### src/rtl/dram_mux_pkg.sv
`timescale 1ns/1ps
package dram_mux_pkg;

   typedef enum logic [1:0] {
      SZ_128K  = 2'b00,
      SZ_512K  = 2'b01,
      SZ_2M    = 2'b10,
      SZ_2M_X  = 2'b11
   } bank_size_e;

   typedef enum logic [2:0] {
      ST_IDLE,
      ST_ROW,
      ST_COL,
      ST_CAS,
      ST_DONE
   } seq_state_e;

   localparam int unsigned NUM_SIZES = 3;

   // Folds the spare code onto the largest size.
   function automatic logic [1:0] size_rank(input logic [1:0] code);
      return (code == SZ_2M_X) ? 2'(SZ_2M) : code;
   endfunction

endpackage

### src/rtl/dram_col_pick.sv
`timescale 1ns/1ps
module dram_col_pick
   import dram_mux_pkg::*;
#(
   parameter int MUX_W = 10
)(
   input  logic [MUX_W+1:0] win_i,
   input  logic [1:0]       size_i,
   output logic [MUX_W-1:0] col_o
);

   logic [MUX_W-1:0] cand [NUM_SIZES];

   if (MUX_W < 2) begin : g_bad_width
      $error("dram_col_pick: MUX_W must be at least 2");
   end

   // Each larger size shifts the column window up by one bit.
   for (genvar k = 0; k < NUM_SIZES; k++) begin : g_cand
      assign cand[k] = win_i[k +: MUX_W];
   end

   always_comb begin
      unique case (size_rank(size_i))
         2'b00:   col_o = cand[0];
         2'b01:   col_o = cand[1];
         default: col_o = cand[2];
      endcase
   end

endmodule

### src/rtl/dram_bank_decode.sv
`timescale 1ns/1ps
module dram_bank_decode
   import dram_mux_pkg::*;
#(
   parameter int ADDR_W = 24,
   parameter int MUX_W  = 10
)(
   input  logic [ADDR_W-1:1] addr_i,
   input  logic [1:0]        size0_i,
   input  logic [1:0]        size1_i,
   output logic              bank_sel_o,
   output logic [MUX_W-1:0]  row_o,
   output logic [MUX_W-1:0]  col_o
);

   // log2 of the smallest bank capacity in bytes
   localparam int BASE_LG = 2*MUX_W - 3;

   if (ADDR_W < 2*MUX_W + 2) begin : g_bad_addr
      $error("dram_bank_decode: ADDR_W too small for the 2 MiB size");
   end

   logic [NUM_SIZES-1:0] above;
   logic [1:0]           sel_size;

   // above[k]: address at or beyond the capacity of size rank k
   for (genvar k = 0; k < NUM_SIZES; k++) begin : g_thr
      assign above[k] = |addr_i[ADDR_W-1:BASE_LG+2*k];
   end

   always_comb begin
      unique case (size_rank(size0_i))
         2'b00:   bank_sel_o = above[0];
         2'b01:   bank_sel_o = above[1];
         default: bank_sel_o = above[2];
      endcase
   end

   assign row_o    = addr_i[MUX_W:1];
   assign sel_size = bank_sel_o ? size1_i : size0_i;

   // Raw address window, no rebasing and no masking for bank 1
   dram_col_pick #(.MUX_W(MUX_W)) u_col (
      .win_i  (addr_i[2*MUX_W:MUX_W-1]),
      .size_i (sel_size),
      .col_o  (col_o)
   );

endmodule

### src/rtl/dram_access_seq.sv
`timescale 1ns/1ps
module dram_access_seq
   import dram_mux_pkg::*;
#(
   parameter int CAS_HOLD = 2
)(
   input  logic clk_i,
   input  logic rst_ni,
   input  logic req_i,
   output logic start_o,
   output logic col_phase_o,
   output logic ras_on_o,
   output logic cas_on_o,
   output logic ack_o
);

   localparam int CW = $clog2(CAS_HOLD + 1);

   if (CAS_HOLD < 1) begin : g_bad_hold
      $error("dram_access_seq: CAS_HOLD must be at least 1");
   end

   seq_state_e    state_q, state_d;
   logic [CW-1:0] hold_q;

   assign start_o = (state_q == ST_IDLE) && req_i;

   always_comb begin
      state_d = state_q;
      unique case (state_q)
         ST_IDLE: if (req_i) state_d = ST_ROW;
         ST_ROW:  state_d = ST_COL;
         ST_COL:  state_d = ST_CAS;
         ST_CAS:  if (hold_q == CW'(CAS_HOLD - 1)) state_d = ST_DONE;
         ST_DONE: state_d = ST_IDLE;
         default: state_d = ST_IDLE;
      endcase
   end

   always_ff @(posedge clk_i or negedge rst_ni) begin
      if (!rst_ni) begin
         state_q <= ST_IDLE;
         hold_q  <= '0;
      end else begin
         state_q <= state_d;
         if (state_q == ST_CAS) hold_q <= hold_q + 1'b1;
         else                   hold_q <= '0;
      end
   end

   assign col_phase_o = (state_q == ST_COL) || (state_q == ST_CAS);
   assign ras_on_o    = (state_q == ST_ROW) || col_phase_o;
   assign cas_on_o    = (state_q == ST_CAS);
   assign ack_o       = (state_q == ST_DONE);

   // the column strobe only starts after a column-address cycle
   p_cas_after_col_r5: assert property (@(posedge clk_i) disable iff (!rst_ni)
      $rose(cas_on_o) |-> $past(col_phase_o) && !$past(cas_on_o));

   // acknowledge lasts one cycle
   p_ack_single_r6: assert property (@(posedge clk_i) disable iff (!rst_ni)
      ack_o |=> !ack_o);

endmodule

### src/rtl/dram_bank_mux.sv
`timescale 1ns/1ps
module dram_bank_mux
   import dram_mux_pkg::*;
#(
   parameter int ADDR_W   = 24,
   parameter int MUX_W    = 10,
   parameter int CAS_HOLD = 2
)(
   input  logic              clk_i,
   input  logic              rst_ni,
   input  logic [ADDR_W-1:1] cpu_addr_i,
   input  logic              req_i,
   input  logic [1:0]        bank0_size_i,
   input  logic [1:0]        bank1_size_i,
   output logic [MUX_W-1:0]  dram_addr_o,
   output logic [1:0]        ras_o,
   output logic [1:0]        cas_o,
   output logic              ack_o
);

   localparam int BANKS = 2;

   logic [ADDR_W-1:1] addr_q;
   logic [1:0]        size0_q, size1_q;
   logic              start, col_phase, ras_on, cas_on, bank_sel;
   logic [MUX_W-1:0]  row, col;

   // Address and sizes captured once per access
   always_ff @(posedge clk_i or negedge rst_ni) begin
      if (!rst_ni) begin
         addr_q  <= '0;
         size0_q <= SZ_128K;
         size1_q <= SZ_128K;
      end else if (start) begin
         addr_q  <= cpu_addr_i;
         size0_q <= bank0_size_i;
         size1_q <= bank1_size_i;
      end
   end

   dram_bank_decode #(.ADDR_W(ADDR_W), .MUX_W(MUX_W)) u_dec (
      .addr_i     (addr_q),
      .size0_i    (size0_q),
      .size1_i    (size1_q),
      .bank_sel_o (bank_sel),
      .row_o      (row),
      .col_o      (col)
   );

   dram_access_seq #(.CAS_HOLD(CAS_HOLD)) u_seq (
      .clk_i       (clk_i),
      .rst_ni      (rst_ni),
      .req_i       (req_i),
      .start_o     (start),
      .col_phase_o (col_phase),
      .ras_on_o    (ras_on),
      .cas_on_o    (cas_on),
      .ack_o       (ack_o)
   );

   assign dram_addr_o = col_phase ? col : row;

   for (genvar b = 0; b < BANKS; b++) begin : g_strobe
      assign ras_o[b] = ras_on && (bank_sel == 1'(b));
      assign cas_o[b] = cas_on && (bank_sel == 1'(b));
   end

   // row lines carry the word address sampled at the start
   p_row_bits_r1: assert property (@(posedge clk_i) disable iff (!rst_ni)
      $rose(|ras_o) |-> dram_addr_o == $past(cpu_addr_i[MUX_W:1]));

   // address lines do not move while a column strobe is active
   p_col_stable_r5: assert property (@(posedge clk_i) disable iff (!rst_ni)
      (|cas_o) |-> $stable(dram_addr_o) && (ras_o == cas_o));

   // release of all strobes coincides with the acknowledge
   p_release_r6: assert property (@(posedge clk_i) disable iff (!rst_ni)
      ack_o |-> (ras_o == '0) && (cas_o == '0) && $past(|cas_o));

   // only one bank strobed, and it does not change mid-access
   p_one_bank_r7: assert property (@(posedge clk_i) disable iff (!rst_ni)
      $onehot0(ras_o) && $onehot0(cas_o));

   p_bank_fixed_r7: assert property (@(posedge clk_i) disable iff (!rst_ni)
      ((|ras_o) && $past(|ras_o)) |-> ras_o == $past(ras_o));

endmodule

### config.mk
export PLATFORM = sky130hd
export DESIGN_NAME = dram_bank_mux
export DESIGN_NICKNAME = d
export VERILOG_FILES = /design/src/rtl/dram_mux_pkg.sv /design/src/rtl/dram_col_pick.sv /design/src/rtl/dram_bank_decode.sv /design/src/rtl/dram_access_seq.sv /design/src/rtl/dram_bank_mux.sv
export SDC_FILE = /design/constraint.sdc
export NUM_CORES = 1
export LEC_CHECK = 0
export BUFFER_PORTS_ARGS = -buffer_cell sky130_fd_sc_hd__buf_4
export CAP_MARGIN = 30
export CORE_UTILIZATION = 50
export CTS_CLUSTER_DIAMETER = 150
export CTS_CLUSTER_SIZE = 24
export DETAILED_ROUTE_END_ITERATION = 7
export PLACE_DENSITY = 0.76
export SYNTH_ARGS = -nofsm -noshare
export SYNTH_HDL_FRONTEND = slang
export SYNTH_SLANG_ARGS = --single-unit
### constraint.sdc
create_clock -name clk_i -period 2.9 [get_ports clk_i]
set_input_delay 0.58 -clock clk_i [delete_from_list [all_inputs] [get_ports clk_i]]
set_output_delay 0.58 -clock clk_i [all_outputs]
set_load 0.01 [all_outputs]
=== Word level (Yosys, flattened, before mapping) ===
Cells that the tools add are included.

* Memories kept: 0
* ROM bits: 0
* Register bits after elaboration: 32
* Logic and storage cells: 42
* Input port bits: 30
* Latch bits: 0
* RAM bits: 0

* Divide/modulo/power cells: 0
* Muxes and demuxes: 10
* Eq/ne operators: 11
* Bitwise logic cells: 1
* Shift-type cells: 0
* Reductions and logical operators: 14
* $add $sub $neg: 1
* Multipliers: 0
* Magnitude comparators: 0

{| class="wikitable"
|+ Operators with widths
! operator !! number
|-
| $pmux 10 s2 || 1
|-
| $pmux 3 s4 || 1
|-
| $mux 10 || 1
|-
| $mux 2 || 4
|-
| $reduce_or 7->1 || 1
|-
| $eq 2x1->1 const B || 3
|-
| $eq 3x2->1 const B || 2
|-
| $mux 3 || 2
|-
| $logic_and 1x1->1 || 5
|-
| $reduce_or 5->1 || 1
|-
| $eq 2x2->1 const B || 2
|-
| $logic_not 2->1 || 2
|-
| $eq 3x1->1 const B || 1
|-
| $eq 3x3->1 const B || 1
|-
| $logic_not 3->1 || 1
|-
| $reduce_or 3->1 || 1
|-
| $add 2x1->2 const B || 1
|-
| $logic_or 1x1->1 || 2
|-
| $ne 2x1->1 const B || 1
|-
| $ne 2x2->1 const B || 1
|-
| $pmux 1 s2 || 1
|-
| $reduce_and 2->1 || 1
|-
| $not 1->1 || 1
|}

=== Logic depth before layout (Yosys ltp) ===
* Depth in word-level cells: 10
* Gate-level depth with buffers: 5

=== Modules after synthesis ===
Synthesis repeated with hierarchy kept, for this count alone.

* Cell total of the unflattened synthesis: 150
* Area total of the unflattened synthesis: 1879.3 um2

{| class="wikitable"
|+ By module, submodules not included
! module !! times used !! seq. area each (um2) !! area each (um2) !! cells an instance
|-
| dram_bank_mux || 1 || 675.6 || 1248.7 || 72
|-
| dram_access_seq || 1 || 125.1 || 249.0 || 23
|-
| dram_col_pick || 1 || 0.0 || 212.7 || 33
|-
| dram_bank_decode || 1 || 0.0 || 168.9 || 22
|}

=== Least setup slack after synthesis ===
Ideal clock, no wire load.

* Kind: reg2out
* From: register size0_q[0]
* To: output dram_addr_o[0]
* Required time: 2.320 ns
* Path buffers: 1
* Arrival time: 1.471 ns
* Stages on the path, launching flop included: 6
* Setup slack: 0.849 ns
* Cells stage by stage: dfrtp_1 > o21bai_4 > a2111o_1 > buf_6 > a31oi_1 > o32a_1

* Longest elaborated chain between the ends: 10
* Elaborated cells on any way between the ends: 12
* Classes of those cells: eq/ne (4); mux (6); reduce/logical (2)

{| class="wikitable"
|+ RTL lines
! what !! RTL line !! text
|-
| from (decl) || dram_bank_mux.sv:24 || <nowiki>logic [1:0] size0_q, size1_q;</nowiki>
|-
| from (signal assigned) || dram_bank_mux.sv:36 || <nowiki>size0_q <= bank0_size_i;</nowiki>
|-
| $eq 2x2->1 || dram_mux_pkg.sv:23 || <nowiki>return (code == SZ_2M_X) ? 2'(SZ_2M) : code;</nowiki>
|-
| $mux 2 || dram_mux_pkg.sv:23 ||
|-
| $eq 2x1->1 or $logic_not 2->1 (tied branches) || dram_bank_decode.sv:32 || <nowiki>unique case (size_rank(size0_i))</nowiki>
|-
| $pmux 1 s2 || dram_bank_decode.sv:32 ||
|-
| $mux 2 (*) || dram_bank_decode.sv:40 || <nowiki>assign sel_size = bank_sel_o ? size1_i : size0_i;</nowiki>
|-
| $eq 2x2->1 || dram_mux_pkg.sv:23 ||
|-
| $mux 2 (*) || dram_mux_pkg.sv:23 ||
|-
| $eq 2x1->1 or $logic_not 2->1 (tied branches) || dram_col_pick.sv:24 || <nowiki>unique case (size_rank(size_i))</nowiki>
|-
| $pmux 10 s2 (*) || dram_col_pick.sv:24 ||
|-
| $mux 10 (*) || dram_bank_mux.sv:61 || <nowiki>assign dram_addr_o = col_phase ? col : row;</nowiki>
|-
| to (decl) || dram_bank_mux.sv:15 || <nowiki>output logic [MUX_W-1:0] dram_addr_o,</nowiki>
|}

Mark *: on every way between the ends. The rest lies on a longest branch, timed or not.

=== Worst setup path in the final report ===
* From: register addr_q[23] (netlist name)
* To: output dram_addr_o[6]

* Longest elaborated chain between the ends: 8
* Elaborated cells on any way between the ends: 11
* Classes of those cells: eq/ne (2); mux (5); reduce/logical (4)

{| class="wikitable"
|+ RTL lines
! what !! RTL line !! text
|-
| from (decl) || dram_bank_mux.sv:23 || <nowiki>logic [ADDR_W-1:1] addr_q;</nowiki>
|-
| from (signal assigned) || dram_bank_mux.sv:35 || <nowiki>addr_q <= cpu_addr_i;</nowiki>
|-
| $reduce_or 7->1, or another cell as far along || dram_bank_decode.sv:28 || <nowiki>assign above[k] = |addr_i[ADDR_W-1:BASE_LG+2*k];</nowiki>
|-
| $pmux 1 s2 (*) || dram_bank_decode.sv:32 ||
|-
| $mux 2 (*) || dram_bank_decode.sv:40 ||
|-
| $eq 2x2->1 || dram_mux_pkg.sv:23 ||
|-
| $mux 2 (*) || dram_mux_pkg.sv:23 ||
|-
| $eq 2x1->1 or $logic_not 2->1 (tied branches) || dram_col_pick.sv:24 ||
|-
| $pmux 10 s2 (*) || dram_col_pick.sv:24 ||
|-
| $mux 10 (*) || dram_bank_mux.sv:61 ||
|}

Marks and branches as above.

==> results_dict.tcl <==
set metrics [dict create \
    status "finished clean" \
    cp_max_fo 8 \
    slew_viol_final 0 \
    ant_nets 0 \
    preCtsSetupSlack_ns 0.535 \
    synth_warnings 0 \
    dr.pass1.iters 4 \
    cts_tree "yes" \
    drive_above_1_share 0.341 \
    dp_hpwl_um 2960 \
    die_area_um2 3890 \
    chipWidth_um 62.4 \
    wirelength_um 4280 \
    hp-class "in2async" \
    grt_max_degree 33 \
    rr_worst_depth 3 \
    hold_viol 0 \
    port_buffers 44 \
    fmax_mhz 361 \
    overflow 0 \
    dp.cells 260 \
    grt_pass1_wl_um 7370 \
    power.leakage_uw 0.000966 \
    fin_nets 253 \
    finalSetupViolations 0 \
    synth_fp_nets 212 \
    cts_sinks 32 \
    initialDrtViolationCount 90 \
    seq_area_frac_synth 0.440 \
    grt_pass1_vias 1598 \
    gp_congestion 0.819 \
    avgSynthCellArea_um2 10.1 \
    placed_cell_area_um2 2130 \
    crit_type "reg2out" \
    ir_drop_mv 0.808 \
    relSlewSlack 0.648 \
    syn-cell-area_um2 1820 \
    cp-start-kind "flip-flop" \
    stdcell_area_um2 2190 \
    timing.final.ws_setup_ns 0.130 \
    clk_pin_slew_ns 0.10 \
    synth-edff-count 0 \
    cts_buffers 5 \
    timing.rr.start "u_seq.state_q[0]$_DFFE_PN0P_" \
    clock_latency_ns 0.34 \
    start_util 0.533 \
    required_ns 2.32 \
    ys_ff_latch 32 \
    vias 1561 \
    instances_no_fill 269 \
    cts_buffer_depth 2 \
    core_area_um2 3420 \
    synth_ff_type "dfrtp_1" \
    tightest_slew_ns 0.526 \
    antennaDiodeCount 0 \
    grtUsageTotal 0.245 \
    powerDensity_nw_per_um2 1230 \
    root_buffer "clkbuf_4" \
    synth_cell_types 32 \
    period_share 0.955 \
    area_growth_pct 20.5 \
    htree_levels 2 \
    drc 0 \
    wl_per_cell_um 15.9 \
    r2r_slack_ns 1.32 \
    r2r-end "addr_q[21]$_DFFE_PN0P_" \
    grt_antenna_before_repair 0 \
    dieHeight_um 62.4 \
    vias_per_cell 5.80 \
    min_period_ns 2.77 \
    syn_inst 181 \
    cp-startpoint "addr_q[23]$_DFFE_PN0P_" \
    cts-resized-gates 0 \
    finalSetupTns_ns 0 \
    fin_skew_ns 0.00934 \
    critPathArrivalTime_ns 2.19 \
    row_count 21 \
    ioPinCount 45 \
    drv_cap 0 \
    synthArstFlopShare 1.00 \
    crit_path_end_kind "output port" \
]
[layout by cell type, fill, tap and decap left out, drive strengths merged, types with 2 or more instances in the layout]
cell type,n
inv,13
and3,2
nor2,8
and2,2
o211ai,2
a2111o,2
clkbuf,6
o32a,10
nor3,4
a31oi,18
nor4b,2
clkinv,2
o21ai,31
nand2,14
or3,2
mux2,15
dfrtp,32
buf,47
a21oi,3
nor2b,2
[metal layers]
metal | vias to the layer above | part of all wire | track usage | wire length [um]
li1 | 748 | - | - | -
met1 | 743 | 0.43 | 0.320 | 1850
met2 | 65 | 0.49 | 0.401 | 2100
met3 | 5 | 0.064 | 0.0680 | 276
met4 | 0 | 0.011 | 0.0610 | 48
met5 | - | 0 | 0 | 0
[power by group]
| group | switching [uW] | internal [uW] |
|---|---|---|
| registers | 236 | 666 |
| logic | 758 | 781 |
| clock network | 148 | 115 |
| total | 1140 | 1560 |
[sequential cells by signal (all words and copies together), names as in the netlist]
| register | flops |
|---|---|
| addr_q | 23 |
| size1_q | 2 |
| u_seq.hold_q | 2 |
| size0_q | 2 |
| u_seq.state_q | 3 |
[kinds of logic (layout without fill, tap and decap cells)]
kind of cell	after synthesis	in the layout	synth area share
AND/OR/NAND/NOR	39	39	0.130
AO/OA/AOI/OAI	68	68	0.245
adder cells (fa/ha/maj)	1	1	0.00687
multiplexers	15	15	0.0927
flip-flops	32	32	0.440
buffers and inverters	26	68	0.0859
[area by class of cell]
type / instances / area (um^2)
clock buffer: 6 / 51.3
clock inverter: 2 / 10.0
fill: 297 / 1220
inverter: 13 / 48.8
multi-input combinational: 123 / 873
sequential: 32 / 801
tap: 46 / 57.6
timing repair buffer: 47 / 353
[how the worst max path moves through the flow]
stage	end	slack, ns
after global routing	dram_addr_o[6]	-0.004
after detailed placement	dram_addr_o[7]	0.53
after floorplan	dram_addr_o[0]	0.85
after CTS	dram_addr_o[7]	0.15
after global placement	dram_addr_o[4]	0.57
final	dram_addr_o[6]	0.13
[synthesized netlist by cell type, types with 2 or more instances]
cell / n / area, um^2
o211ai_1: 2 / 15.0
nor3_1: 3 / 15.0
nor2_1: 8 / 30.0
nand2_1: 14 / 52.6
a31oi_1: 18 / 113
o21ai_1: 9 / 45.0
and3_1: 2 / 12.5
dfrtp_1: 32 / 801
o32a_1: 10 / 100
or3_1: 2 / 12.5
inv_1: 13 / 48.8
buf_6: 6 / 67.6
a2111o_1: 2 / 22.5
buf_2: 4 / 20.0
o21ai_0: 22 / 110
a21oi_1: 3 / 15.0
clkbuf_1: 2 / 7.51
mux2_2: 15 / 169
[what timing repair did]
item	in CTS	in global routing
setup endpoints to repair	0	3
hold buffers	0	0
endpoints found under the hold margin	0	0
buffers inserted	0	1
[worst max-delay path: stages (launching register included)]
cell and delay, ns:
dfrtp_1 0.45, nor3_4 0.32, and4b_1 0.44, o21ai_1 0.14, o32a_1 0.36, buf_4 0.14
[stage by stage]
stage                     total power, uW   util  hold slack, ns
after CTS                            2710  0.640           0.168
after detailed placement             2430  0.622           0.435
after floorplan                      1950      -           0.284
after global placement               2390  0.622           0.422
final                                2700  0.642           0.158
after global routing                 2920  0.642           0.179
Note: power is estimated with default switching activity, not from simulation.
